**config.mk**
```make
export PLATFORM = sky130hd
export DESIGN_NAME = ts_interval_gen
export DESIGN_NICKNAME = d
export VERILOG_FILES = /design/src/rtl/ts_interval_gen.sv
export SDC_FILE = /design/constraint.sdc
export NUM_CORES = 1
export LEC_CHECK = 0
export BUFFER_PORTS_ARGS = -buffer_cell sky130_fd_sc_hd__buf_4
export CAP_MARGIN = 20
export CORE_UTILIZATION = 51
export CTS_BUF_LIST = sky130_fd_sc_hd__clkbuf_16
export CTS_CLUSTER_SIZE = 40
export DETAILED_ROUTE_END_ITERATION = 8
export PLACE_DENSITY = 0.82
export SYNTH_ARGS = -nofsm -noshare
export SYNTH_HDL_FRONTEND = slang
export SYNTH_SLANG_ARGS = --single-unit
```
**constraint.sdc**
```tcl
create_clock -name clk -period 5.2 [get_ports clk]
set_clock_uncertainty 0.1 [all_clocks]
set_input_delay 0.52 -clock clk [delete_from_list [all_inputs] [get_ports clk]]
set_output_delay 0.52 -clock clk [all_outputs]
set_load 0.02 [all_outputs]
```
**src/rtl/ts_interval_gen.sv**
```systemverilog
module ts_interval_gen #(
  parameter int SEL_W  = 4,
  parameter int CNT_W  = 14,
  parameter int PER_W  = 13,
  parameter int BYTE_W = 4
) (
  input  logic              clk,
  input  logic              rst_n,
  input  logic [SEL_W-1:0]  interval,
  input  logic [PER_W-1:0]  sync_period,
  input  logic              byte_valid,
  input  logic [BYTE_W-1:0] byte_count,
  output logic              ts_req,
  output logic              sync_req
);
  localparam logic [SEL_W-1:0] SEL_OFF  = '0;
  localparam logic [SEL_W-1:0] SEL_SYNC = '1;
  localparam int               ACC_W    = PER_W + 1;

  logic [SEL_W-1:0] sel_q;
  logic [CNT_W-1:0] cnt_q;
  logic [ACC_W-1:0] acc_q;

  wire              periodic  = (interval != SEL_OFF) && (interval != SEL_SYNC);
  wire              changed   = (interval != sel_q);
  wire [CNT_W-1:0]  reload    = CNT_W'(1) << (interval - SEL_W'(1));
  wire              cnt_fire  = periodic && !changed && (cnt_q == CNT_W'(1));
  wire [ACC_W-1:0]  acc_sum   = acc_q + ACC_W'(byte_count);
  wire              per_on    = (sync_period != '0);
  wire              sync_fire = byte_valid && per_on && (acc_sum >= ACC_W'(sync_period));

  always_ff @(posedge clk) begin
    if (!rst_n) begin
      sel_q    <= '0;
      cnt_q    <= '0;
      acc_q    <= '0;
      ts_req   <= 1'b0;
      sync_req <= 1'b0;
    end else begin
      sel_q <= interval;

      if (!periodic)
        cnt_q <= '0;
      else if (changed || cnt_fire)
        cnt_q <= reload;
      else
        cnt_q <= cnt_q - CNT_W'(1);

      if (!per_on)
        acc_q <= '0;
      else if (byte_valid)
        acc_q <= sync_fire ? '0 : acc_sum;

      sync_req <= sync_fire;
      ts_req   <= cnt_fire || (sync_fire && (interval != SEL_OFF));
    end
  end
endmodule

```
==> impl_metrics.toml, run 1 <==
[detailed_routing]
first_pass_iters = 4
wl_per_cell_um = 13.2
drt_wl_total_mm = 4.70
drc = 0
detail-route-antenna-nets = 0
viasPerCell = 5.66
vias = 2010
drt_iter0_markers = 111

[timing]
rsz0062_at_grt = "false"
finalHoldViolCount = 0
final_max_slew_viol_count = 0
min_period_ps = 4110
fmax_ghz = 0.244
relSlewSlack_pct = 35.5
hold_slack_ps = 372
period_share_pct = 79.0
final.setup.tns_ps = 0
tightest_slew_ps = 964
finalSetupViolCount = 0

[worst_setup_path]
startpoint_type = "input port"
endpoint_kind = "register"
crit_type = "in -> reg"
rr_endpoint = "acc_q[10]$_SDFFE_PN0P_"
crit-reg2reg-launch = "acc_q[0]$_SDFFE_PN0P_"
cp_max_fo = 9
worstPathRequired_ps = 5290
r2r_setup_slack_ps = 1130
critPathArrivalTime_ps = 4200
r2r_cells = 16

[global_routing]
grt-ovfl-total = 0
grt_start_max_net_pins = 15
met1_usage_pct = 26.9
track_usage_pct = 21.1
grt_pass1_vias = 1721
met2_usage_pct = 35.2
top_usage_layer = "met2"
antenna_found_initial = 0
grt_pass1_wl_mm = 7.41
use_met3_pct = 4.93

[power]
power_density_nw_per_um2 = 303
vdd_ir_drop_max_mv = 0.251
leakagePower_nw = 1.20

[floorplanning]
die_area_um2 = 4710
fp.dieW_um = 68.6
core_um2 = 4140
pin_count = 26
rows = 23
die_h_um = 68.6
initial_utilization_pct = 54.6

[finish]
mostFrequentLayoutCell = "dfxtp_1"
finalInstanceArea_um2 = 2670
layout-drive-gt1-share_pct = 13.8
stdcell_count = 355
layout.nets = 348
fin_util_pct = 64.5
area_growth_pct = 18.0
num_antenna_cells = 0
layout_common_cells = "34 x dfxtp_1, 33 x nand2_1, 27 x buf_4"

[worst_hold_path]
hold_class = "reg -> reg"
hold_start = "acc_q[0]$_SDFFE_PN0P_"
whs_endpoint = "acc_q[0]$_SDFFE_PN0P_"
hold_depth = 2

[placement]
place_hpwl_mm = 3.58
placed_cell_area_um2 = 2470
place_inst = 346
port_buffers = 25
place_congestion = 0.859

[clocking]
cts_buffer_depth = 2
clk_pin_slew_ps = 50
cts_resized = 0
postCtsHoldBufs = 0
clock_latency_ps = 270
clock_sinks = 34
tritoncts = "built"
cts.root.buffer_cell = "clkbuf_16"
postCtsSetupBuffers = 0
ctsHtreeMaxLevel = 2
cts_made_buffers = 5

[yosys]
ys_seq_elements = 34
synth_ff_type = "dfxtp_1"
yosysWarnings = 0
syn-num-nets = 324
ys_seq_area_share_pct = 30.1
synth_edf_count = 0
avgSynthCellArea_um2 = 8.08
async_flop_share_pct = 0
syn_inst = 280
syn_area_um2 = 2260
ys_types = 41

[outcome]
outcome = "completed"

[run]
max_cap_violations = 0
==> per-stage QoR <==
step / total power (W) / setup slack [ps]
5_1_grt: 0.000846 / 769
3_5_place_dp: 0.000436 / 783
3_3_place_gp: 0.000432 / 898
4_1_cts: 0.000812 / 1080
2_1_floorplan: 0.000398 / 1440
6_report: 0.000809 / 1090
==> cell type report <==
type,count,area (um2)
fillers,345,1470
multi-input cells,213,1440
flip-flops and latches,34,681
repair buffers,28,214
clock buffers,5,125
inverters,22,82.6
clock inverters,3,63.8
well taps,50,62.6
==> registers in the layout, indices dropped and copies added (netlist names) <==
register	flops
ts_req	1
cnt_q	14
sel_q	4
acc_q	14
sync_req	1
==> worst max-delay path by stage <==
| stage | from | end | slack (ps) | cells past startpoint |
|---|---|---|---|---|
| after global routing | byte_count[0] | acc_q[10]$_SDFFE_PN0P_ | 770 | 17 |
| final | byte_count[0] | acc_q[10]$_SDFFE_PN0P_ | 1090 | 17 |
| after global placement | byte_count[0] | acc_q[10]$_SDFFE_PN0P_ | 900 | 17 |
| after CTS | byte_count[0] | acc_q[10]$_SDFFE_PN0P_ | 1080 | 17 |
| after floorplan | byte_count[0] | acc_q[10]$_SDFFE_PN0P_ | 1440 | 16 |
| after detailed placement | byte_count[0] | acc_q[10]$_SDFFE_PN0P_ | 780 | 17 |
==> kinds of logic after synthesis <==
| logic type | after synthesis | synth area share, % |
|---|---|---|
| buf+inv | 33 | 6.19 |
| fa+ha+maj | 20 | 11.4 |
| simple gates | 113 | 26.5 |
| compound gates | 56 | 16.6 |
| flops | 34 | 30.1 |
| xor+xnor | 24 | 9.29 |
==> synth_stat cells, drive strengths merged, types with 2 or more instances <==
library cell	n	area [um2]
a31oi	2	12.5
a211oi	8	65.1
or2	4	25.0
nor4b	2	17.5
nand3b	2	15.0
nor2b	6	37.5
nand2	33	124
nand4	7	43.8
a21oi	17	85.1
clkbuf	8	30.0
a21o	4	30.0
ha	19	238
nand3	13	65.1
nor2	13	48.8
xnor2	12	105
xor2	12	105
nand2b	3	18.8
o21a	3	22.5
buf	3	27.5
o211ai	5	37.5
o21ai	8	40.0
nor3	7	35.0
and2	8	50.1
dfxtp	34	681
a32o	5	50.1
inv	22	82.6
and3	3	18.8
nor4	8	65.1
==> power by group <==
part | switching (W) | internal [W] | total [W] | leakage, nW
Sequential | 0.00000939 | 0.000271 | 0.000281 | 0.277
Clock | 0.000104 | 0.000273 | 0.000376 | 0.0915
Combinational | 0.0000814 | 0.0000702 | 0.000152 | 0.836
Total | 0.000194 | 0.000614 | 0.000809 | 1.20
==> worst max-delay path: stages <==
cell and delay, ps:
buf_4 110, ha_1 210, inv_1 70, fa_1 190
inv_1 50, a21o_1 160, a21oi_1 550, nor3_1 140
xnor2_1 220, ha_1 270, and3_1 170, a221oi_1 250
o21ai_1 130, a211oi_1 640, buf_4 280, nand4b_1 110
o211ai_1 110
==> routing by layer <==
metal / part of all wire (%) / vias up / routed length [um]
met3: 3.8 / 2 / 179
met4: 0.57 / 0 / 27
li1: - / 1042 / -
met2: 45 / 30 / 2100
met1: 51 / 936 / 2400
met5: 0 / - / 0
Note: power is estimated with default switching activity, not from simulation.
==> inputs of run 2 (changes only) <==
- clock period: 5.2 -> 4 ns (I/O delays scaled with it)
==> run 2 against run 1 <==
  * Sequential power up 30%
  * Sequential share of layout area grew 0.18 points
  * First-iteration DRC count grew 1.8%
  * Combinational power grew 32%
  * Clock power up 11%
  * Final area down 0.70%
  * Routed wire length is 1.4% lower
  * Via count shrank 0.50%
  * Global-route usage increased by 0.31 points
  * Non-clock buffer count increased by 2
  * Die area unchanged
  * Worst setup slack got worse by 790 ps
  * Critical path type is now reg -> reg
  * Critical endpoint is now acc_q[4]$_SDFFE_PN0P_
==> impl_metrics.toml, run 2 (synthesized netlist as in run 1, its figures left out) <==
[placement]
place_congestion = 0.848
port_buffers = 25
preCtsSetupSlack_ps = 135
place_hpwl_mm = 3.58

[detailed_routing]
drc = 0
vias = 2000
first_pass_iters = 4
drt_iter0_markers = 113
viasPerCell = 5.62
drt_wl_total_mm = 4.64
wl_per_cell_um = 13.0
detail-route-antenna-nets = 0

[finish]
mostFrequentLayoutCell = "dfxtp_1"
area_growth_pct = 17.2
fillers = 344
layout_common_cells = "34 x dfxtp_1, 33 x nand2_1, 30 x buf_4"
regArea_um2 = 681
layout.nets = 350
num_antenna_cells = 0
layout-drive-gt1-share_pct = 14.1
multi_input_area_um2 = 1440
largestRegisters = "acc_q x14, cnt_q x14, sel_q x4"

[timing]
fmax_ghz = 0.271
setup_ws_ps = 307
finalHoldViolCount = 0
tightest_slew_ps = 981
final.setup.tns_ps = 0
finalSetupViolCount = 0
period_share_pct = 92.3
relSlewSlack_pct = 34.4
final_max_slew_viol_count = 0
rsz0062_at_grt = "false"
min_period_ps = 3690

[worst_setup_path]
critPathBufInv = 3
crit_type = "reg -> reg"
cpLargestDelayFamily = "compound AO/OA/AOI/OAI gates"
r2r_setup_slack_ps = 310
startpoint_type = "register"
worstPathRequired_ps = 4110
cp_max_fo = 9
endpoint_kind = "register"
critPathArrivalTime_ps = 3800
slowest_delay_ps = 540
worstPathCellList = "ha_1, inv_1, fa_1, inv_1, a21o_1, a21oi_1, nor2_1, xor2_1, ha_1, and3_1, a221oi_1, o21ai_1, a211oi_1, buf_4, a31oi_1, o21ai_1"
slowest_stage = "a21oi_1"

[global_routing]
grt-ovfl-total = 0
grt_start_max_net_pins = 19
track_usage_pct = 21.4
grt_pass1_wl_mm = 7.54
antenna_found_initial = 0
grt_pass1_vias = 1748

[floorplanning]
die_area_um2 = 4710
fp.dieW_um = 68.6
core_um2 = 4140
pin_count = 26
rows = 23
initial_utilization_pct = 54.6
die_h_um = 68.6

[clocking]
ctsHtreeMaxLevel = 2
clock_latency_ps = 270
postCtsSetupBuffers = 0
cts_buffer_depth = 2
cts_resized = 0
clk_pin_slew_ps = 60
tritoncts = "built"
cts_made_buffers = 5
cts.root.buffer_cell = "clkbuf_16"
clock_sinks = 34
postCtsHoldBufs = 0

[power]
power.total_w = 0.000982
power_density_nw_per_um2 = 370
leakagePower_nw = 1.20
vdd_ir_drop_max_mv = 0.387

[worst_hold_path]
hold_class = "in -> reg"

[outcome]
outcome = "completed"

[run]
max_cap_violations = 0
## run 2: path summary, 6_finish.rpt
| kind | startpoint | endpoint | depth (start not counted) |
|---|---|---|---|
| worst max-delay path | acc_q[0]$_SDFFE_PN0P_ | acc_q[4]$_SDFFE_PN0P_ | 16 |
| worst min register to register | acc_q[12]$_SDFFE_PN0P_ | acc_q[12]$_SDFFE_PN0P_ | 1 |
| worst max register to register | acc_q[0]$_SDFFE_PN0P_ | acc_q[4]$_SDFFE_PN0P_ | 16 |
| worst min-delay path | rst_n | sel_q[2]$_SDFF_PN0_ | 2 |
## run 2: metal layers
layer | part of all wire [%] | global-route usage, %
met1 | 49 | 27.9
met2 | 45 | 34.9
met3 | 4.9 | 4.61
met4 | 0.75 | 6.51
met5 | 0 | 0
## run 2: area by class of cell
cell class              count  area share (%)
multi-input cells         213            54.4
flip-flops and latches     34            25.7
repair buffers             30            8.49
clock buffers               5            4.72
inverters                  22            3.11
well taps                  50            2.36
clock inverters             2            1.27
## run 2: metrics by stage
| step | hold slack [ps] | util (%) | instance area, um2 | std cells |
|---|---|---|---|---|
| after global routing | 323 | 64.0 | 2650 | 356 |
| after floorplan | 331 | - | 2260 | 280 |
| after CTS | 300 | 64.0 | 2650 | 356 |
| after detailed placement | 354 | 60.2 | 2490 | 349 |
| final | 308 | 64.0 | 2650 | 356 |
| after global placement | 344 | 60.2 | 2490 | 349 |
## run 2: where the power goes
| group | switching (W) | internal (W) |
|---|---|---|
| Combinational | 0.000106 | 0.0000938 |
| Sequential | 0.0000124 | 0.000353 |
| Clock | 0.000129 | 0.000287 |
